==> src/rtl/ttx_regbank_pkg.sv <==
package ttx_regbank_pkg;
  localparam int          NCFG      = 8;
  localparam logic [3:0]  DATA_PORT = 4'd11;
  localparam logic [3:0]  CUR_CH    = 4'd8;
  localparam logic [3:0]  CUR_ROW   = 4'd9;
  localparam logic [3:0]  CUR_COL   = 4'd10;
  localparam logic [7:0]  SPACE_CODE = 8'h20;
  localparam logic [7:0]  WHITE_CODE = 8'h07;

  typedef enum logic {SRC_CONST = 1'b0, SRC_MEM = 1'b1} rd_src_e;

  function automatic logic [7:0] cfg_mask(input int idx);
    case (idx)
      0:       return 8'hD5;
      1, 2:    return 8'h7F;
      3:       return 8'h1F;
      4:       return 8'h07;
      default: return 8'hFF;
    endcase
  endfunction

  function automatic logic [7:0] cfg_reset(input int idx);
    return (idx == 5 || idx == 6) ? 8'h03 : 8'h00;
  endfunction
endpackage

==> src/rtl/ttx_preset_seq.sv <==
module ttx_preset_seq #(
  parameter int AW = 14
) (
  input  logic          clk,
  input  logic          rst,
  output logic          busy,
  output logic [AW-1:0] wr_addr,
  output logic [7:0]    wr_data
);
  import ttx_regbank_pkg::*;
  localparam logic [AW-1:0] LAST   = '1;
  localparam logic [AW-1:0] HOME_7 = AW'(7);

  logic [AW-1:0] cnt;

  always_ff @(posedge clk) begin
    if (rst) begin
      busy <= 1'b1;
      cnt  <= '0;
    end else if (busy) begin
      cnt <= cnt + 1'b1;
      if (cnt == LAST) busy <= 1'b0;
    end
  end

  assign wr_addr = cnt;
  assign wr_data = (cnt == HOME_7) ? WHITE_CODE : SPACE_CODE;
endmodule

==> src/rtl/ttx_reg_ptr.sv <==
module ttx_reg_ptr (
  input  logic       clk,
  input  logic       rst,
  input  logic       enable,
  input  logic       sub_valid,
  input  logic [3:0] sub_addr,
  input  logic       wr_valid,
  input  logic       rd_valid,
  output logic [3:0] ptr,
  output logic       wr_hit,
  output logic       rd_hit
);
  import ttx_regbank_pkg::*;

  assign wr_hit = enable && !sub_valid && wr_valid;
  assign rd_hit = enable && !sub_valid && !wr_valid && rd_valid;

  always_ff @(posedge clk) begin
    if (rst) begin
      ptr <= '0;
    end else if (enable && sub_valid) begin
      ptr <= sub_addr;
    end else if ((wr_hit || rd_hit) && ptr < DATA_PORT) begin
      ptr <= ptr + 4'd1;
    end
  end
endmodule

==> src/rtl/ttx_cursor.sv <==
module ttx_cursor #(
  parameter int CH_W  = 3,
  parameter int ROW_W = 5,
  parameter int COL_W = 6,
  parameter int NCOLS = 40
) (
  input  logic             clk,
  input  logic             rst,
  input  logic             ld_ch,
  input  logic             ld_row,
  input  logic             ld_col,
  input  logic [7:0]       din,
  input  logic             adv,
  output logic [CH_W-1:0]  ch,
  output logic [ROW_W-1:0] row,
  output logic [COL_W-1:0] col
);
  localparam logic [COL_W-1:0] LAST_COL = COL_W'(NCOLS - 1);

  always_ff @(posedge clk) begin
    if (rst) begin
      ch  <= '0;
      row <= '0;
      col <= '0;
    end else begin
      if (ld_ch)  ch  <= din[CH_W-1:0];
      if (ld_row) row <= din[ROW_W-1:0];
      if (ld_col) col <= din[COL_W-1:0];
      if (adv) begin
        if (col >= LAST_COL) begin
          col <= '0;
          row <= row + 1'b1;
        end else begin
          col <= col + 1'b1;
        end
      end
    end
  end
endmodule

==> src/rtl/ttx_ctrl_regbank.sv <==
module ttx_ctrl_regbank #(
  parameter int CH_W  = 3,
  parameter int ROW_W = 5,
  parameter int COL_W = 6,
  parameter int NCOLS = 40,
  localparam int AW   = CH_W + ROW_W + COL_W
) (
  input  logic             clk,
  input  logic             rst,
  input  logic             sub_valid,
  input  logic [3:0]       sub_addr,
  input  logic             wr_valid,
  input  logic [7:0]       wr_byte,
  input  logic             rd_valid,
  output logic [7:0]       rd_byte,
  output logic             rd_done,
  input  logic             sync_good,
  input  logic             field_60hz,
  output logic             preset_busy,
  output logic [7:0]       mode_a,
  output logic [7:0]       mode_b,
  output logic [7:0]       req_addr,
  output logic [7:0]       req_data,
  output logic [7:0]       show_chapter,
  output logic [7:0]       show_norm,
  output logic [7:0]       show_flash,
  output logic [7:0]       show_mode,
  output logic [CH_W-1:0]  cur_chapter,
  output logic [ROW_W-1:0] cur_row,
  output logic [COL_W-1:0] cur_col,
  output logic             mem_we,
  output logic             mem_re,
  output logic [AW-1:0]    mem_addr,
  output logic [7:0]       mem_wdata,
  input  logic [7:0]       mem_rdata
);
  import ttx_regbank_pkg::*;

  logic          busy;
  logic [AW-1:0] pre_addr;
  logic [7:0]    pre_data;
  logic [3:0]    ptr;
  logic          wr_hit, rd_hit;
  logic          port_wr, port_rd, cur_adv;
  logic [7:0]    cfg [NCFG];
  logic [7:0]    status_byte;
  logic [7:0]    rd_val;

  ttx_preset_seq #(.AW(AW)) u_preset (
    .clk(clk), .rst(rst), .busy(busy), .wr_addr(pre_addr), .wr_data(pre_data)
  );

  ttx_reg_ptr u_ptr (
    .clk(clk), .rst(rst), .enable(!busy), .sub_valid(sub_valid),
    .sub_addr(sub_addr), .wr_valid(wr_valid), .rd_valid(rd_valid),
    .ptr(ptr), .wr_hit(wr_hit), .rd_hit(rd_hit)
  );

  assign port_wr = wr_hit && (ptr == DATA_PORT);
  assign port_rd = rd_hit && (ptr == DATA_PORT) && !cfg[0][0];
  assign cur_adv = port_wr || port_rd;

  ttx_cursor #(.CH_W(CH_W), .ROW_W(ROW_W), .COL_W(COL_W), .NCOLS(NCOLS)) u_cursor (
    .clk(clk), .rst(rst),
    .ld_ch (wr_hit && ptr == CUR_CH),
    .ld_row(wr_hit && ptr == CUR_ROW),
    .ld_col(wr_hit && ptr == CUR_COL),
    .din(wr_byte), .adv(cur_adv),
    .ch(cur_chapter), .row(cur_row), .col(cur_col)
  );

  // write-only configuration registers, one lane per address
  for (genvar gi = 0; gi < NCFG; gi++) begin : g_cfg
    always_ff @(posedge clk) begin
      if (rst)
        cfg[gi] <= cfg_reset(gi);
      else if (wr_hit && ptr == 4'(gi))
        cfg[gi] <= wr_byte & cfg_mask(gi);
    end
  end

  assign mode_a       = cfg[0];
  assign mode_b       = cfg[1];
  assign req_addr     = cfg[2];
  assign req_data     = cfg[3];
  assign show_chapter = cfg[4];
  assign show_norm    = cfg[5];
  assign show_flash   = cfg[6];
  assign show_mode    = cfg[7];
  assign preset_busy  = busy;

  // memory port: preset owns it while busy, host afterwards
  always_ff @(posedge clk) begin
    if (rst) begin
      mem_we    <= 1'b0;
      mem_re    <= 1'b0;
      mem_addr  <= '0;
      mem_wdata <= '0;
    end else if (busy) begin
      mem_we    <= 1'b1;
      mem_re    <= 1'b0;
      mem_addr  <= pre_addr;
      mem_wdata <= pre_data;
    end else begin
      mem_we    <= port_wr;
      mem_re    <= port_rd;
      mem_addr  <= {cur_chapter, cur_row, cur_col};
      mem_wdata <= wr_byte;
    end
  end

  // read answer pipeline: strobe, memory turn, output
  assign status_byte = {field_60hz & sync_good, 6'b0, sync_good};
  assign rd_val = (ptr == DATA_PORT && cfg[0][0]) ? status_byte : 8'h00;

  logic       s1_v, s2_v;
  rd_src_e    s1_src, s2_src;
  logic [7:0] s1_val, s2_val;

  always_ff @(posedge clk) begin
    if (rst) begin
      s1_v    <= 1'b0;
      s2_v    <= 1'b0;
      s1_src  <= SRC_CONST;
      s2_src  <= SRC_CONST;
      s1_val  <= '0;
      s2_val  <= '0;
      rd_done <= 1'b0;
      rd_byte <= '0;
    end else begin
      s1_v    <= rd_hit;
      s1_src  <= port_rd ? SRC_MEM : SRC_CONST;
      s1_val  <= rd_val;
      s2_v    <= s1_v;
      s2_src  <= s1_src;
      s2_val  <= s1_val;
      rd_done <= s2_v;
      if (s2_v) rd_byte <= (s2_src == SRC_MEM) ? mem_rdata : s2_val;
    end
  end
endmodule

==> config.mk <==
export PLATFORM = sky130hd
export DESIGN_NAME = ttx_ctrl_regbank
export DESIGN_NICKNAME = d
export VERILOG_FILES = /design/src/rtl/ttx_regbank_pkg.sv /design/src/rtl/ttx_preset_seq.sv /design/src/rtl/ttx_reg_ptr.sv /design/src/rtl/ttx_cursor.sv /design/src/rtl/ttx_ctrl_regbank.sv
export SDC_FILE = /design/constraint.sdc
export NUM_CORES = 1
export LEC_CHECK = 0
export BUFFER_PORTS_ARGS = -buffer_cell sky130_fd_sc_hd__buf_4
export CORE_ASPECT_RATIO = 1.5
export CORE_MARGIN = 5
export CORE_UTILIZATION = 25
export DETAILED_ROUTE_END_ITERATION = 16
export PLACE_DENSITY = 0.54
export REMOVE_ABC_BUFFERS = 1
export SLEW_MARGIN = 40
export SYNTH_ARGS = -nofsm -noshare
export SYNTH_HDL_FRONTEND = slang
export SYNTH_SLANG_ARGS = --single-unit
==> constraint.sdc <==
create_clock -name clk -period 2.1 [get_ports clk]
set_input_delay 0.105 -clock clk [delete_from_list [all_inputs] [get_ports clk]]
set_output_delay 0.105 -clock clk [all_outputs]
set_load 0.02 [all_outputs]
Word level (Yosys, flattened, before mapping)
Memory sizes are Yosys's and may differ from the RTL's.
Cells that the tools add are included.
{"block": "classes", "magnitude_cmp": 2, "n_bitwise": 10, "addsub": 4, "mux": 50, "n_reduce_logical": 32, "n_eq_ne": 13}
{"op": "$mux 8", "count": 10}
{"op": "$mux 1", "count": 30}
{"op": "$mux 6", "count": 4}
{"op": "$logic_and 1x1->1", "count": 21}
{"op": "$eq 4x3->1 const B", "count": 4}
{"op": "$eq 4x4->1 const B", "count": 4}
{"op": "$mux 5", "count": 3}
{"op": "$add 14x1->14 const B", "count": 1}
{"op": "$eq 14x14->1 const B", "count": 1}
{"op": "$eq 14x3->1 const B", "count": 1}
{"op": "$mux 14", "count": 1}
{"op": "$eq 4x2->1 const B", "count": 2}
{"op": "$mux 4", "count": 2}
{"op": "$or 1x1->1", "count": 8}
{"op": "$add 6x1->6 const B", "count": 1}
{"op": "$ge 6x6->1 const B", "count": 1}
{"op": "$add 5x1->5 const B", "count": 1}
{"op": "$add 4x1->4 const B", "count": 1}
{"op": "$eq 4x1->1 const B", "count": 1}
{"op": "$logic_not 1->1", "count": 4}
{"op": "$logic_not 4->1", "count": 1}
{"op": "$lt 4x4->1 const B", "count": 1}
{"op": "$reduce_bool 2->1", "count": 2}
{"op": "$reduce_or 2->1", "count": 2}
{"op": "3 further kinds", "count": 4}
{"block": "word_totals", "inputBits": 27, "n_memories": 1, "output_inout_bits": 112, "word_cells": 131, "regBits": 86, "ram_bits": 64}
{"memory": "cfg", "words": 8, "word_bits": 8, "read_ports": 8, "rd_ports_with_merged_regs": 0, "write_ports": 8, "line": "ttx_ctrl_regbank.sv:45", "text": "logic [7:0] cfg [NCFG];"}

Logic depth before layout (Yosys ltp)
{"block": "depth", "word_depth": 8, "depth_mapped": 7, "depth_no_buf": 6}

Hierarchy
From an unflattened synthesis, not the netlist that was laid out.
{"block": "hier_totals", "hier_cells": 519, "area_unflattened_um2": 5541.6}
{"module": "ttx_ctrl_regbank", "cells_each": 291, "n_inst": 1, "seq_area_each_um2": 2352.3, "area_each_um2": 3603.5}
{"module": "ttx_cursor", "cells_each": 106, "n_inst": 1, "seq_area_each_um2": 280.3, "area_each_um2": 860.8}
{"module": "ttx_preset_seq", "cells_each": 91, "n_inst": 1, "seq_area_each_um2": 300.3, "area_each_um2": 800.8}
{"module": "ttx_reg_ptr", "cells_each": 31, "n_inst": 1, "seq_area_each_um2": 80.1, "area_each_um2": 276.5}

Least setup slack after synthesis
Ideal clock, no wire load.
{"block": "synth_timing", "path_kind": "register to register", "start": "register u_cursor.col[0]", "end": "register u_cursor.col[1]", "t_arrival_ns": 1.524, "setup_time_ns": 0.091, "required_time_ns": 2.009, "stages_incl_launch_ff": 7, "setup_slack_ns": 0.485, "n_path_buf": 1, "synth_period_minus_slack_ns": 1.615, "path_cell_list": "dfxtp_1 > ha_1 > a211o_1 > nand2_1 > buf_2 > a21oi_1 > a311oi_1"}
{"block": "synth_via", "elab_chain_len": 3, "elab_cells_between_ends": 4, "cone_classes": "add/sub (1); order compare (1); mux (2)"}
{"element": "start, declared", "line": "ttx_cursor.sv:16", "text": "output logic [COL_W-1:0] col"}
{"element": "start signal, assigned", "line": "ttx_cursor.sv:28", "text": "if (ld_col) col <= din[COL_W-1:0];"}
{"element": "start signal, assigned", "line": "ttx_cursor.sv:34", "text": "col <= col + 1'b1;"}
{"element": "$add 6x1->6 / $ge 6x6->1 (equally long branches)", "line": "ttx_cursor.sv:34, ttx_cursor.sv:30"}
{"element": "$mux 6 *", "line": "ttx_cursor.sv:30", "text": "if (col >= LAST_COL) begin"}
{"element": "$mux 6 *", "line": "ttx_cursor.sv:29", "text": "if (adv) begin"}
Every way passes the cells marked *; elsewhere a longest branch is shown, timed or not.
A chain may end at the register's enable or synchronous reset.

Worst setup path in the final report
{"block": "layout_timing", "start": "register u_cursor.col[0]", "end": "register u_cursor.col[3]"}
The elaborated chain is that of the path after synthesis.

==> flow_summary.yaml <==
sta:
  setup_viol: 0
  finalSetupTns_ns: 0
  hold_viol_final: 0
  holdWs_ns: 0.0120
  grt_setup_unrepaired: "false"
  slew_viol_final: 0
  finClkSkew_ns: 0.0124
  finalCriticalPeriod_ns: 1.76
  max_freq_ghz: 0.568
  post-route-period-util: 0.838
grt:
  grt_pass1_wl_mm: 23.0
  use_met3: 0.0355
  grt_overflow: 0
  grt_pass1_vias: 4214
  use_met1: 0.139
  antenna_found_initial: 1
  grt_max_degree: 78
  grt.busiest_layer: "met2"
  grt.total_usage: 0.122
  use_met2: 0.212
run_status:
  status: "complete, no violations"
layout:
  regArea_um2: 3010
  multi_input_area_um2: 2100
  utilization: 0.341
  nets: 666
  layout-drive-gt1-share: 0.264
  fillerInstances: 2125
  mostFrequentLayoutCells: "buf_4, dfxtp_1, nor2_1, and2_1, edfxtp_1"
  final_area_um2: 7180
  stdcell_count: 913
  area_delta_synth_final_pct: 34.8
  num_antenna_cells: 0
  final_common_cell: "buf_4"
clock_network:
  cts_root_buf: "clkbuf_16"
  clkTransAtPathRegs_ns: 0.06
  cts_buffers: 17
  ctsResizeCount: 0
  clkLatencyLatePin_ns: 0.43
  cts_tree: "built"
  cts.htree.levels: 4
  clock-sinks: 125
  clockBufferDepth: 2
power_and_ir_drop:
  peakVddDrop_uv: 506
  p_int_mw: 4.20
  p_sw_mw: 1.35
  p_sw_frac: 0.243
  pwr-share-clk: 0.478
  power_leakage_nw: 3.03
  pwr_density_cell_nw_per_um2: 773
  combPwrFrac: 0.056
  power_frac_seq: 0.466
critical_path:
  arrival_ns: 2.08
  cp.buffers_inverters: 0
  path_max_fanout: 13
  cp_top_family: "compound AO/OA/AOI/OAI gates"
  slowest_delay_ns: 0.36
  start_kind: "flop"
  path_cells: "ha_1, a211o_1, nand2_1, nand2b_1, o32ai_1"
  required_ns: 2.42
  cp-end-kind: "flop"
  path_class: "flop to flop"
  startpoint: "u_cursor.col[0]$_SDFFE_PP0P_"
  r2r_cells: 5
  critical_path.slowest_cell: "dfxtp_1"
  rrSetupSlack_ns: 0.34
  reg2reg_to: "u_cursor.col[3]$_SDFFE_PP0P_"
  reg2reg_from: "u_cursor.col[0]$_SDFFE_PP0P_"
logic_synthesis:
  synth-edff-count: 51
  synth_seq_cells: 125
  synthMuxAreaShare: 0.0451
  yosysSeqAreaShare: 0.565
  yosysUniqueCellTypes: 53
  synth_xor_area_frac: 0.0296
  synth_fa_ha_area_frac: 0.0164
  synth_compound_gate_area_share: 0.0782
  yosys.area.top_type: "edfxtp_1"
  synth-main-ff-cell: "dfxtp_1"
  yosys.area_share.simple: 0.216
  async_flop_share: 0
  avgSynthCellArea_um2: 10.7
  synth.top_cell.area_share: 0.287
  synthTopCellsByArea: "edfxtp_1, dfxtp_1, and2_1"
  synth_top_family_by_area: "simple AND/OR/NAND/NOR gates"
  yosys_warnings: 0
  syn_inst: 496
  syn-cell-area_um2: 5330
place:
  dp.cells: 866
  place_congestion: 0.850
  dp_hpwl_mm: 10.7
  dpl_cell_area_um2: 6490
  numPortBuffers: 125
floorplanning:
  core_um2: 21100
  die_h_um: 189
  rows: 65
  die_area_um2: 24400
  die_w_um: 129
  start_util: 0.253
  ios: 139
flow_run:
  drv_cap: 0
detailed_routing:
  num_vias: 4079
  routed_wl_mm: 14.8
  drtIter0Drc: 109
  drtAntennaViolNets: 0
  vias_per_cell: 4.47
  routedWlPerCell_um: 16.2
  first_pass_iters: 4
  drc: 0
worst_hold_path:
  whs_endpoint: "u_ptr.ptr[1]$_SDFFE_PP0P_"
  hold_class: "primary input to flop"
  whs_path_depth: 3
  min_from: "sub_addr[1]"
-- state kept, by name (all words and copies together), names as in the netlist, 2 cells and up --
register / count
u_cursor.ch: 3
mem_addr: 14
u_ptr.ptr: 4
rd_byte: 8
u_cursor.row: 5
cfg: 51
s2_val: 2
u_cursor.col: 6
u_preset.wr_addr: 14
mem_wdata: 8
s1_val: 2
-- area by class of cell --
cell class	instances	share of cell area
clock buffer	17	0.0592
clock inverter	15	0.0164
inverter	8	0.00418
multi-input combinational	332	0.293
sequential	125	0.419
tap	268	0.0467
timing repair buffer	148	0.162
-- kinds of logic after synthesis --
| group | Yosys count |
|---|---|
| simple gates | 213 |
| fa+ha+maj | 7 |
| flops | 125 |
| xor+xnor | 18 |
| compound gates | 57 |
| mux | 24 |
| buf+inv | 51 |
| other cells | 1 |
-- metal layers --
metal | vias to the layer above | share of wire
li1 | 1980 | -
met1 | 1947 | 0.40
met2 | 132 | 0.51
met3 | 20 | 0.069
met4 | 0 | 0.022
met5 | - | 0
-- power by group through the flow --
stage                     Clock [mW]  Combinational [mW]  Sequential (mW)
after floorplan                    0              0.0674             2.68
after global placement             0               0.290             2.64
after detailed placement           0               0.292             2.64
after CTS                       2.73               0.316             2.59
after global routing            2.84               0.332             2.59
final                           2.65               0.309             2.59
-- through the flow --
step                power [mW]  setup WS (ns)
floorplan                 2.75         -0.379
global placement          2.93          0.442
detailed placement        2.93          0.369
CTS                       5.63          0.346
global route              5.76          0.167
finish                    5.55          0.340
-- synth_stat cells (4+ instances only) --
cell,n
dfxtp_1,74
nor2_1,62
and2_1,54
edfxtp_1,51
mux2i_1,24
nand2_1,18
clkbuf_1,17
a21oi_1,15
buf_4,13
nand2b_1,13
nand3_1,12
nor2b_1,12
xnor2_1,11
buf_2,8
inv_1,8
nand4_1,8
ha_1,7
or3_1,7
xor2_1,7
a211oi_1,6
nor4_1,6
a21o_1,5
nor3_1,5
a41o_1,4
nor4b_1,4
-- worst max-delay path by stage --
| stage | end | slack, ns | cells after the start |
|---|---|---|---|
| 3_5_place_dp | u_cursor.col[3]$_SDFFE_PP0P_ | 0.37 | 5 |
| 5_1_grt | u_cursor.col[3]$_SDFFE_PP0P_ | 0.17 | 5 |
| 3_3_place_gp | u_cursor.col[3]$_SDFFE_PP0P_ | 0.44 | 5 |
| 4_1_cts | u_cursor.col[0]$_SDFFE_PP0P_ | 0.35 | 6 |
| 2_1_floorplan | u_cursor.col[4]$_SDFFE_PP0P_ | -0.38 | 4 |
| 6_report | u_cursor.col[3]$_SDFFE_PP0P_ | 0.34 | 5 |
-- worst min-delay path, stage by stage --
cell and delay (ns):
buf_4 0.11, nor2_1 0.10, a211oi_1 0.06
-- timing repair --
action / CTS / global route
setup buffers: 0 / 0
hold buffers: 15 / 0
hold endpoints to repair: 15 / 0
Note: power is estimated with default switching activity, not from simulation.
